[src/rtl/rfctl_pkg.sv]
package rfctl_pkg;
    localparam logic [7:0] ADDR_ID   = 8'h00;
    localparam logic [7:0] ADDR_CTRL = 8'h03;
    localparam logic [7:0] ADDR_LCNT = 8'h38;

    localparam int B_RX     = 7;
    localparam int B_TX     = 6;
    localparam int B_PNHI   = 5;
    localparam int B_BYPASS = 4;
    localparam int B_PAMODE = 3;
    localparam int B_PAMAN  = 2;

    localparam logic [7:0] CTRL_WMASK = 8'hFC;

    typedef enum logic [1:0] {
        SQ_IDLE  = 2'd0,
        SQ_LOCK  = 2'd1,
        SQ_COUNT = 2'd2,
        SQ_READY = 2'd3
    } sq_state_e;

    typedef struct packed {
        logic [7:0] ctrl;
        logic [7:0] lcnt;
    } regs_t;
endpackage

[src/rtl/rfctl_regs.sv]
module rfctl_regs
    import rfctl_pkg::*;
#(
    parameter logic [3:0] SILICON_REV = 4'h1,
    parameter logic [7:0] LCNT_RESET  = 8'd25
) (
    input  logic       clk,
    input  logic       rst_n,
    input  logic [7:0] bus_addr,
    input  logic       bus_wr,
    input  logic [7:0] bus_wdata,
    output logic [7:0] bus_rdata,
    output logic [7:0] ctrl,
    output logic [7:0] lcnt
);
    localparam logic [7:0] ID_VALUE = {SILICON_REV, 4'b0111};

    regs_t r_d, r_q;

    always_comb begin
        r_d = r_q;
        if (bus_wr) begin
            case (bus_addr)
                ADDR_CTRL: r_d.ctrl = bus_wdata & CTRL_WMASK;
                ADDR_LCNT: r_d.lcnt = bus_wdata;
                default:   r_d = r_q;
            endcase
        end
    end

    always_ff @(posedge clk or negedge rst_n) begin
        if (!rst_n) begin
            r_q.ctrl <= 8'h00;
            r_q.lcnt <= LCNT_RESET;
        end else begin
            r_q <= r_d;
        end
    end

    always_comb begin
        case (bus_addr)
            ADDR_ID:   bus_rdata = ID_VALUE;
            ADDR_CTRL: bus_rdata = r_q.ctrl;
            ADDR_LCNT: bus_rdata = r_q.lcnt;
            default:   bus_rdata = 8'h00;
        endcase
    end

    assign ctrl = r_q.ctrl;
    assign lcnt = r_q.lcnt;
endmodule

[src/rtl/rfctl_settle.sv]
module rfctl_settle
    import rfctl_pkg::*;
#(
    parameter int CYCLES_PER_TICK = 250,
    parameter int CNT_W           = 8
) (
    input  logic             clk,
    input  logic             rst_n,
    input  logic             rx_en,
    input  logic             tx_en,
    input  logic             bypass,
    input  logic             lock,
    input  logic             hop,
    input  logic [CNT_W-1:0] lcnt,
    output logic             ready
);
    localparam int SUB_W = (CYCLES_PER_TICK > 1) ? $clog2(CYCLES_PER_TICK) : 1;
    localparam logic [SUB_W-1:0] SUB_LAST = SUB_W'(CYCLES_PER_TICK - 1);

    typedef struct packed {
        sq_state_e        state;
        logic [SUB_W-1:0] sub;
        logic [CNT_W-1:0] ticks;
        logic             rx_prev;
        logic             tx_prev;
    } sq_t;

    sq_t s_d, s_q;
    logic any_en;
    logic restart;
    logic [CNT_W:0] ticks_next;
    sq_state_e after_lock;

    always_comb begin
        any_en     = rx_en | tx_en;
        restart    = hop | (rx_en & ~s_q.rx_prev) | (tx_en & ~s_q.tx_prev)
                   | (s_q.state == SQ_IDLE);
        ticks_next = {1'b0, s_q.ticks} + 1'b1;
        after_lock = (lcnt == '0) ? SQ_READY : SQ_COUNT;

        s_d         = s_q;
        s_d.rx_prev = rx_en;
        s_d.tx_prev = tx_en;

        if (!any_en) begin
            s_d.state = SQ_IDLE;
            s_d.sub   = '0;
            s_d.ticks = '0;
        end else if (restart) begin
            s_d.sub   = '0;
            s_d.ticks = '0;
            s_d.state = bypass ? after_lock : SQ_LOCK;
        end else begin
            case (s_q.state)
                SQ_LOCK: begin
                    if (lock) s_d.state = after_lock;
                end
                SQ_COUNT: begin
                    if (s_q.sub == SUB_LAST) begin
                        s_d.sub   = '0;
                        s_d.ticks = ticks_next[CNT_W-1:0];
                        if (ticks_next >= {1'b0, lcnt}) s_d.state = SQ_READY;
                    end else begin
                        s_d.sub = s_q.sub + 1'b1;
                    end
                end
                default: s_d.state = s_q.state;
            endcase
        end
    end

    always_ff @(posedge clk or negedge rst_n) begin
        if (!rst_n) begin
            s_q.state   <= SQ_IDLE;
            s_q.sub     <= '0;
            s_q.ticks   <= '0;
            s_q.rx_prev <= 1'b0;
            s_q.tx_prev <= 1'b0;
        end else begin
            s_q <= s_d;
        end
    end

    assign ready = (s_q.state == SQ_READY) & any_en;
endmodule

[src/rtl/rfctl_drive.sv]
module rfctl_drive
    import rfctl_pkg::*;
(
    input  logic [7:0] ctrl,
    input  logic       ready,
    input  logic       code_narrow,
    output logic       pa_on,
    output logic       pn_upper,
    output logic       rx_active,
    output logic       tx_active
);
    always_comb begin
        rx_active = ctrl[B_RX];
        tx_active = ctrl[B_TX];
        pa_on     = ctrl[B_PAMODE] ? ctrl[B_PAMAN] : (ctrl[B_TX] & ready);
        pn_upper  = code_narrow & ctrl[B_PNHI];
    end
endmodule

[src/rtl/rfctl_top.sv]
module rfctl_top
    import rfctl_pkg::*;
#(
    parameter int         CYCLES_PER_TICK = 250,
    parameter logic [3:0] SILICON_REV     = 4'h1,
    parameter logic [7:0] LCNT_RESET      = 8'd25
) (
    input  logic       clk,
    input  logic       rst_n,
    input  logic [7:0] bus_addr,
    input  logic       bus_wr,
    input  logic [7:0] bus_wdata,
    output logic [7:0] bus_rdata,
    input  logic       synth_locked,
    input  logic       chan_hop,
    input  logic       code_narrow,
    output logic       radio_ready,
    output logic       pa_on,
    output logic       pn_upper,
    output logic       rx_active,
    output logic       tx_active
);
    logic [7:0] ctrl_w;
    logic [7:0] lcnt_w;

    rfctl_regs #(
        .SILICON_REV(SILICON_REV),
        .LCNT_RESET (LCNT_RESET)
    ) u_regs (
        .clk      (clk),
        .rst_n    (rst_n),
        .bus_addr (bus_addr),
        .bus_wr   (bus_wr),
        .bus_wdata(bus_wdata),
        .bus_rdata(bus_rdata),
        .ctrl     (ctrl_w),
        .lcnt     (lcnt_w)
    );

    rfctl_settle #(
        .CYCLES_PER_TICK(CYCLES_PER_TICK),
        .CNT_W          (8)
    ) u_settle (
        .clk   (clk),
        .rst_n (rst_n),
        .rx_en (ctrl_w[B_RX]),
        .tx_en (ctrl_w[B_TX]),
        .bypass(ctrl_w[B_BYPASS]),
        .lock  (synth_locked),
        .hop   (chan_hop),
        .lcnt  (lcnt_w),
        .ready (radio_ready)
    );

    rfctl_drive u_drive (
        .ctrl       (ctrl_w),
        .ready      (radio_ready),
        .code_narrow(code_narrow),
        .pa_on      (pa_on),
        .pn_upper   (pn_upper),
        .rx_active  (rx_active),
        .tx_active  (tx_active)
    );
endmodule

[config.mk]
export PLATFORM = sky130hd
export DESIGN_NAME = rfctl_top
export DESIGN_NICKNAME = d
export VERILOG_FILES = /design/src/rtl/rfctl_pkg.sv /design/src/rtl/rfctl_regs.sv /design/src/rtl/rfctl_settle.sv /design/src/rtl/rfctl_drive.sv /design/src/rtl/rfctl_top.sv
export SDC_FILE = /design/constraint.sdc
export NUM_CORES = 1
export LEC_CHECK = 0
export ABC_AREA = 0
export BUFFER_PORTS_ARGS = -buffer_cell sky130_fd_sc_hd__buf_4
export CAP_MARGIN = 10
export CORE_MARGIN = 5
export CORE_UTILIZATION = 48
export DETAILED_ROUTE_END_ITERATION = 10
export HOLD_SLACK_MARGIN = 0.1
export PLACE_DENSITY = 0.73
export SETUP_SLACK_MARGIN = 0.4
export SLEW_MARGIN = 20
export SYNTH_ARGS = -nofsm -noshare
export SYNTH_HDL_FRONTEND = slang
export SYNTH_HIERARCHICAL = 1
export SYNTH_SLANG_ARGS = --single-unit
[constraint.sdc]
create_clock -name clk -period 2.45 [get_ports clk]
set_clock_uncertainty 0.15 [all_clocks]
set_input_delay 0.3675 -clock clk [delete_from_list [all_inputs] [get_ports clk]]
set_output_delay 0.3675 -clock clk [all_outputs]
set_load 0.05 [all_outputs]
; ---- Word-level counts from Yosys, hierarchy flattened
; Cells that the tools add are included.
[classes]
n_eq_ne = 12
magnitude_cmp = 1
n_reduce_logical = 7
n_bitwise = 11
addsub = 2
n_mux = 13
[op_table]
columns = op, n
row1 = $mux 18, 2
row2 = $pmux 8 s3, 1
row3 = $logic_not 8->1, 2
row4 = $mux 16, 1
row5 = $mux 8, 2
row6 = $ne 4x4->1 const B, 4
row7 = $add 8x1->9 const B, 1
row8 = $ge 9x8->1, 1
row9 = $add 8x1->8 const B, 1
row10 = $eq 8x2->1 const B, 1
row11 = $eq 8x6->1 const B, 1
row12 = $eq 8x8->1 const B, 1
row13 = $mux 2, 4
row14 = $ne 3x3->1 const B, 2
row15 = $reduce_and 2->1, 3
row16 = $and 1x1->1, 5
row17 = $eq 2x2->1 const B, 2
row18 = $or 1x1->1, 4
row19 = $pmux 2 s2, 1
row20 = $reduce_and 4->1, 1
row21 = $eq 2x1->1 const B, 1
row22 = $logic_not 2->1, 1
row23 = $mux 1, 2
row24 = $not 1->1, 2
[totals]
out_inout_bits = 13
elab_cells = 53
input_bits = 22
regBits = 34

; ---- Longest topological paths before layout
[logic_depth]
ltp_word = 7
depth_mapped = 10
depth_no_buf = 10

; ---- Modules after synthesis
; Netlist, hierarchy kept.
[by_module_without_submodules]
columns = mod, cells_per_inst, area_per_inst_um2, seq_area_each_um2, instances
row1 = rfctl_settle, 150, 1382.6, 500.5, 1
row2 = rfctl_regs, 55, 734.5, 354.1, 1
row3 = rfctl_drive, 6, 33.8, 0.0, 1

; ---- Worst setup path before layout
; No wires, ideal clock.
[synth_path]
kind = register to register
from = register u_settle/s_q[2] in the netlist's numbering
to = register u_settle/s_q[18] in the netlist's numbering
t_required_ns = 2.172
stages_incl_launch_ff = 11
slack_ns = -0.229
t_arrival_ns = 2.402
period_less_slack_ns = 2.679
path_cell_list = dfrtp_1 ha_1 and3_1 nand3_1 xnor2_1 ha_1 a21oi_1 nor2b_1 a2111oi_0 a31oi_2 mux2_1
[synth_via]
elab_chain_len = 4
[synth_rtl]
columns = element, line_no
row1 = "start, declared", rfctl_settle.sv:28  ; sq_t s_d, s_q;
row2 = $add 8x1->9, rfctl_settle.sv:38  ; ticks_next = {1'b0, s_q.ticks} + 1'b1;
row3 = $ge 9x8->1, rfctl_settle.sv:62  ; if (ticks_next >= {1'b0, lcnt}) s_d.state = SQ_READY;
row4 = $ne 4x4->1 (no line), --
row5 = $reduce_and 4->1 (no line), --
; Every way passes these cells.
; A chain may end at the register's enable or synchronous reset.

; ---- Worst setup path in the final report
[layout_path]
from = register u_settle/s_q[2] in the netlist's numbering
to = register u_settle/s_q[19] in the netlist's numbering
; The elaborated chain is that of the path after synthesis.

==> reports/summary.txt <==
GRT Resource Usage Total -> 0.171
Max Fclk -> 387 MHz
Worst Path Buf+Inv -> 0
Final worst-path cycle share -> 1.06
Largest delay contributor family on the critical path -> adder cells
Die area -> 5870 um^2
H-tree Lvls -> 2
Core box area -> 4320 um^2
WL final -> 4980 um
Max-cap violations -> 0
Largest net degree at the start of global routing -> 35
Reg2reg end -> u_settle/s_q[19]
Most common library cell in the layout ignoring fill and taps -> buf_4
Share of cells above drive strength 1 -> 0.480
Commonest non-fill, non-tap cells in the layout -> buf_4 (47), dfrtp_1 (31), nor2_1 (15)
Antenna violations before repair -> 0
Port bufs -> 34
Placed wire-length estimate -> 3430 um
Final setup margin -> -0.136 ns
R2R Path Start -> u_settle/s_q[2]
TritonCTS buffer count -> 5
Clock sinks -> 34
Die height -> 76.6 um
Critical path type -> flip-flop to flip-flop
First-pass DRT Iterations -> 4
Iteration-0 DRC count of the detailed router -> 26
Post-DP Area -> 2570 um^2
CP Launch Type -> flip-flop
Gr ovfl total -> 0
Failing checks -> negative setup slack
Slew Limit Fails -> 0
Vias in the first global route -> 1,735
CTS tree -> done
First-pass GRT wire length -> 8210 um
I/O pin count -> 35
Clk_lat worst skew -> 0.28 ns
Ys Warns -> 6
Outcome -> complete, but fails checks
Max VDD drop -> 0.500 mV
R2r worst-path depth -> 9
Std-Cell Rows -> 24
Reg clk slew, reported paths -> 0.07 ns
Leak -> 1.36 nW
Fillers -> 317
Post-route cell area -> 2970 um^2
Critical path data arrival time -> 2.61 ns
Die X -> 76.6 um
Vias per Instance -> 5.39
Diodes inserted -> 0
Slew @ Worst Pin -> 0.432 ns
Crit path to -> u_settle/s_q[19]
Highest-delay cell along the critical path -> dfrtp_1
Rel. slew slack -> 0.712
RSZ-0062 raised after global routing -> true
Mapped cell area -> 2130 um^2
Mapped Avg Cell Area -> 10.3 um^2
Initial Utilization -> 0.493
Crit. Startpoint -> u_settle/s_q[2]
CP Max Fanout -> 3
CP most frequent cell -> and3_4
Crit-path max cell delay -> 0.38 ns
GPL Wtd Cong -> 0.792
Antenna Nets Post-Route -> 0
Final setup violation count -> 2
Critical-path cell list -> ha_2 > and3_4 > nand3_2 > xnor2_1 > ha_1 > and3_4 > a2111oi_4 > a31oi_4 > mux2_4
Crit path depth -> 9
Wire length per cell -> 15.5 um
Worst-case clock buffer depth -> 2
Residual DRC count -> 0
Hold slack -> 0.166 ns
NumNets Final -> 305
Final worst path period need -> 2.59 ns
P&R area growth vs syn -> 39.3%
Vias after detailed routing -> 1,730
Fin. Hold Viols -> 0
R2R Setup Slk -> -0.14 ns
CTS Root Cell -> clkbuf_8
Crit end category -> flip-flop
Pwr/cell area -> 410 nW/um^2
Syn_nets -> 245
Cells after Synth -> 208
Hold Path Class -> input port to flip-flop
Critical Path RT -> 2.47 ns
==> routing by layer <==
layer / wire length [um] / global-route usage / part of all wire / vias to the layer above
met5: 0 / 0 / 0 / -
met4: 63 / 0.0524 / 0.013 / 0
met3: 179 / 0.0449 / 0.036 / 6
met2: 2510 / 0.298 / 0.50 / 25
met1: 2230 / 0.203 / 0.45 / 832
li1: - / - / - / 867
==> stage by stage <==
step / setup WS, ns / total power, mW / utilization / instances / setup TNS (ns)
floorplan: -0.0246 / 0.666 / - / 208 / -0.0493
global placement: -0.0187 / 0.722 / 0.593 / 297 / -0.0357
detailed placement: -0.105 / 0.726 / 0.593 / 297 / -0.210
CTS: -0.110 / 1.22 / 0.652 / 312 / -0.213
global route: -0.257 / 1.27 / 0.687 / 321 / -0.510
finish: -0.136 / 1.22 / 0.687 / 321 / -0.266
==> layout make-up <==
cell class / instances / area [um^2] / area share
clock buffer: 8 / 110 / 0.0371
timing repair buffer: 58 / 484 / 0.163
sequential: 34 / 855 / 0.288
multi-input combinational: 157 / 1410 / 0.475
tap: 52 / 65.1 / 0.0219
inverter: 12 / 45.0 / 0.0152
==> worst min-delay path by stage <==
| stage | start | to | slack, ns | cells past startpoint |
|---|---|---|---|---|
| after floorplan | rst_n | u_regs/ctrl[2] | -0.08 | 0 |
| after global placement | rst_n | u_regs/ctrl[6] | 0.18 | 1 |
| after detailed placement | rst_n | u_regs/lcnt[6] | 0.19 | 1 |
| after CTS | bus_wdata[0] | u_regs/lcnt[0] | 0.16 | 2 |
| after global routing | bus_wdata[2] | u_regs/ctrl[2] | 0.16 | 2 |
| final | bus_wdata[0] | u_regs/lcnt[0] | 0.17 | 2 |
==> report_power, final <==
group          leakage (nW)  switching (mW)  internal [mW]
Sequential            0.461          0.0174          0.578
Combinational         0.844          0.0724         0.0707
Clock                0.0575           0.195          0.284
==> sequential cells by signal, summed over array words and instances, names as in the netlist <==
register,count
u_regs/ctrl,6
u_regs/lcnt,8
u_settle/s_q,20
==> timing repair <==
item / 4_1_cts / 5_1_grt
buffers inserted: 6 / 8
setup endpoints to repair: 15 / 17
hold buffers: 1 / 0
resized for setup: 21 / 21
pin swaps: 17 / 8
gates cloned: 0 / 1
endpoints found under the hold margin: 31 / 0
(Power assumes the default switching activity.)
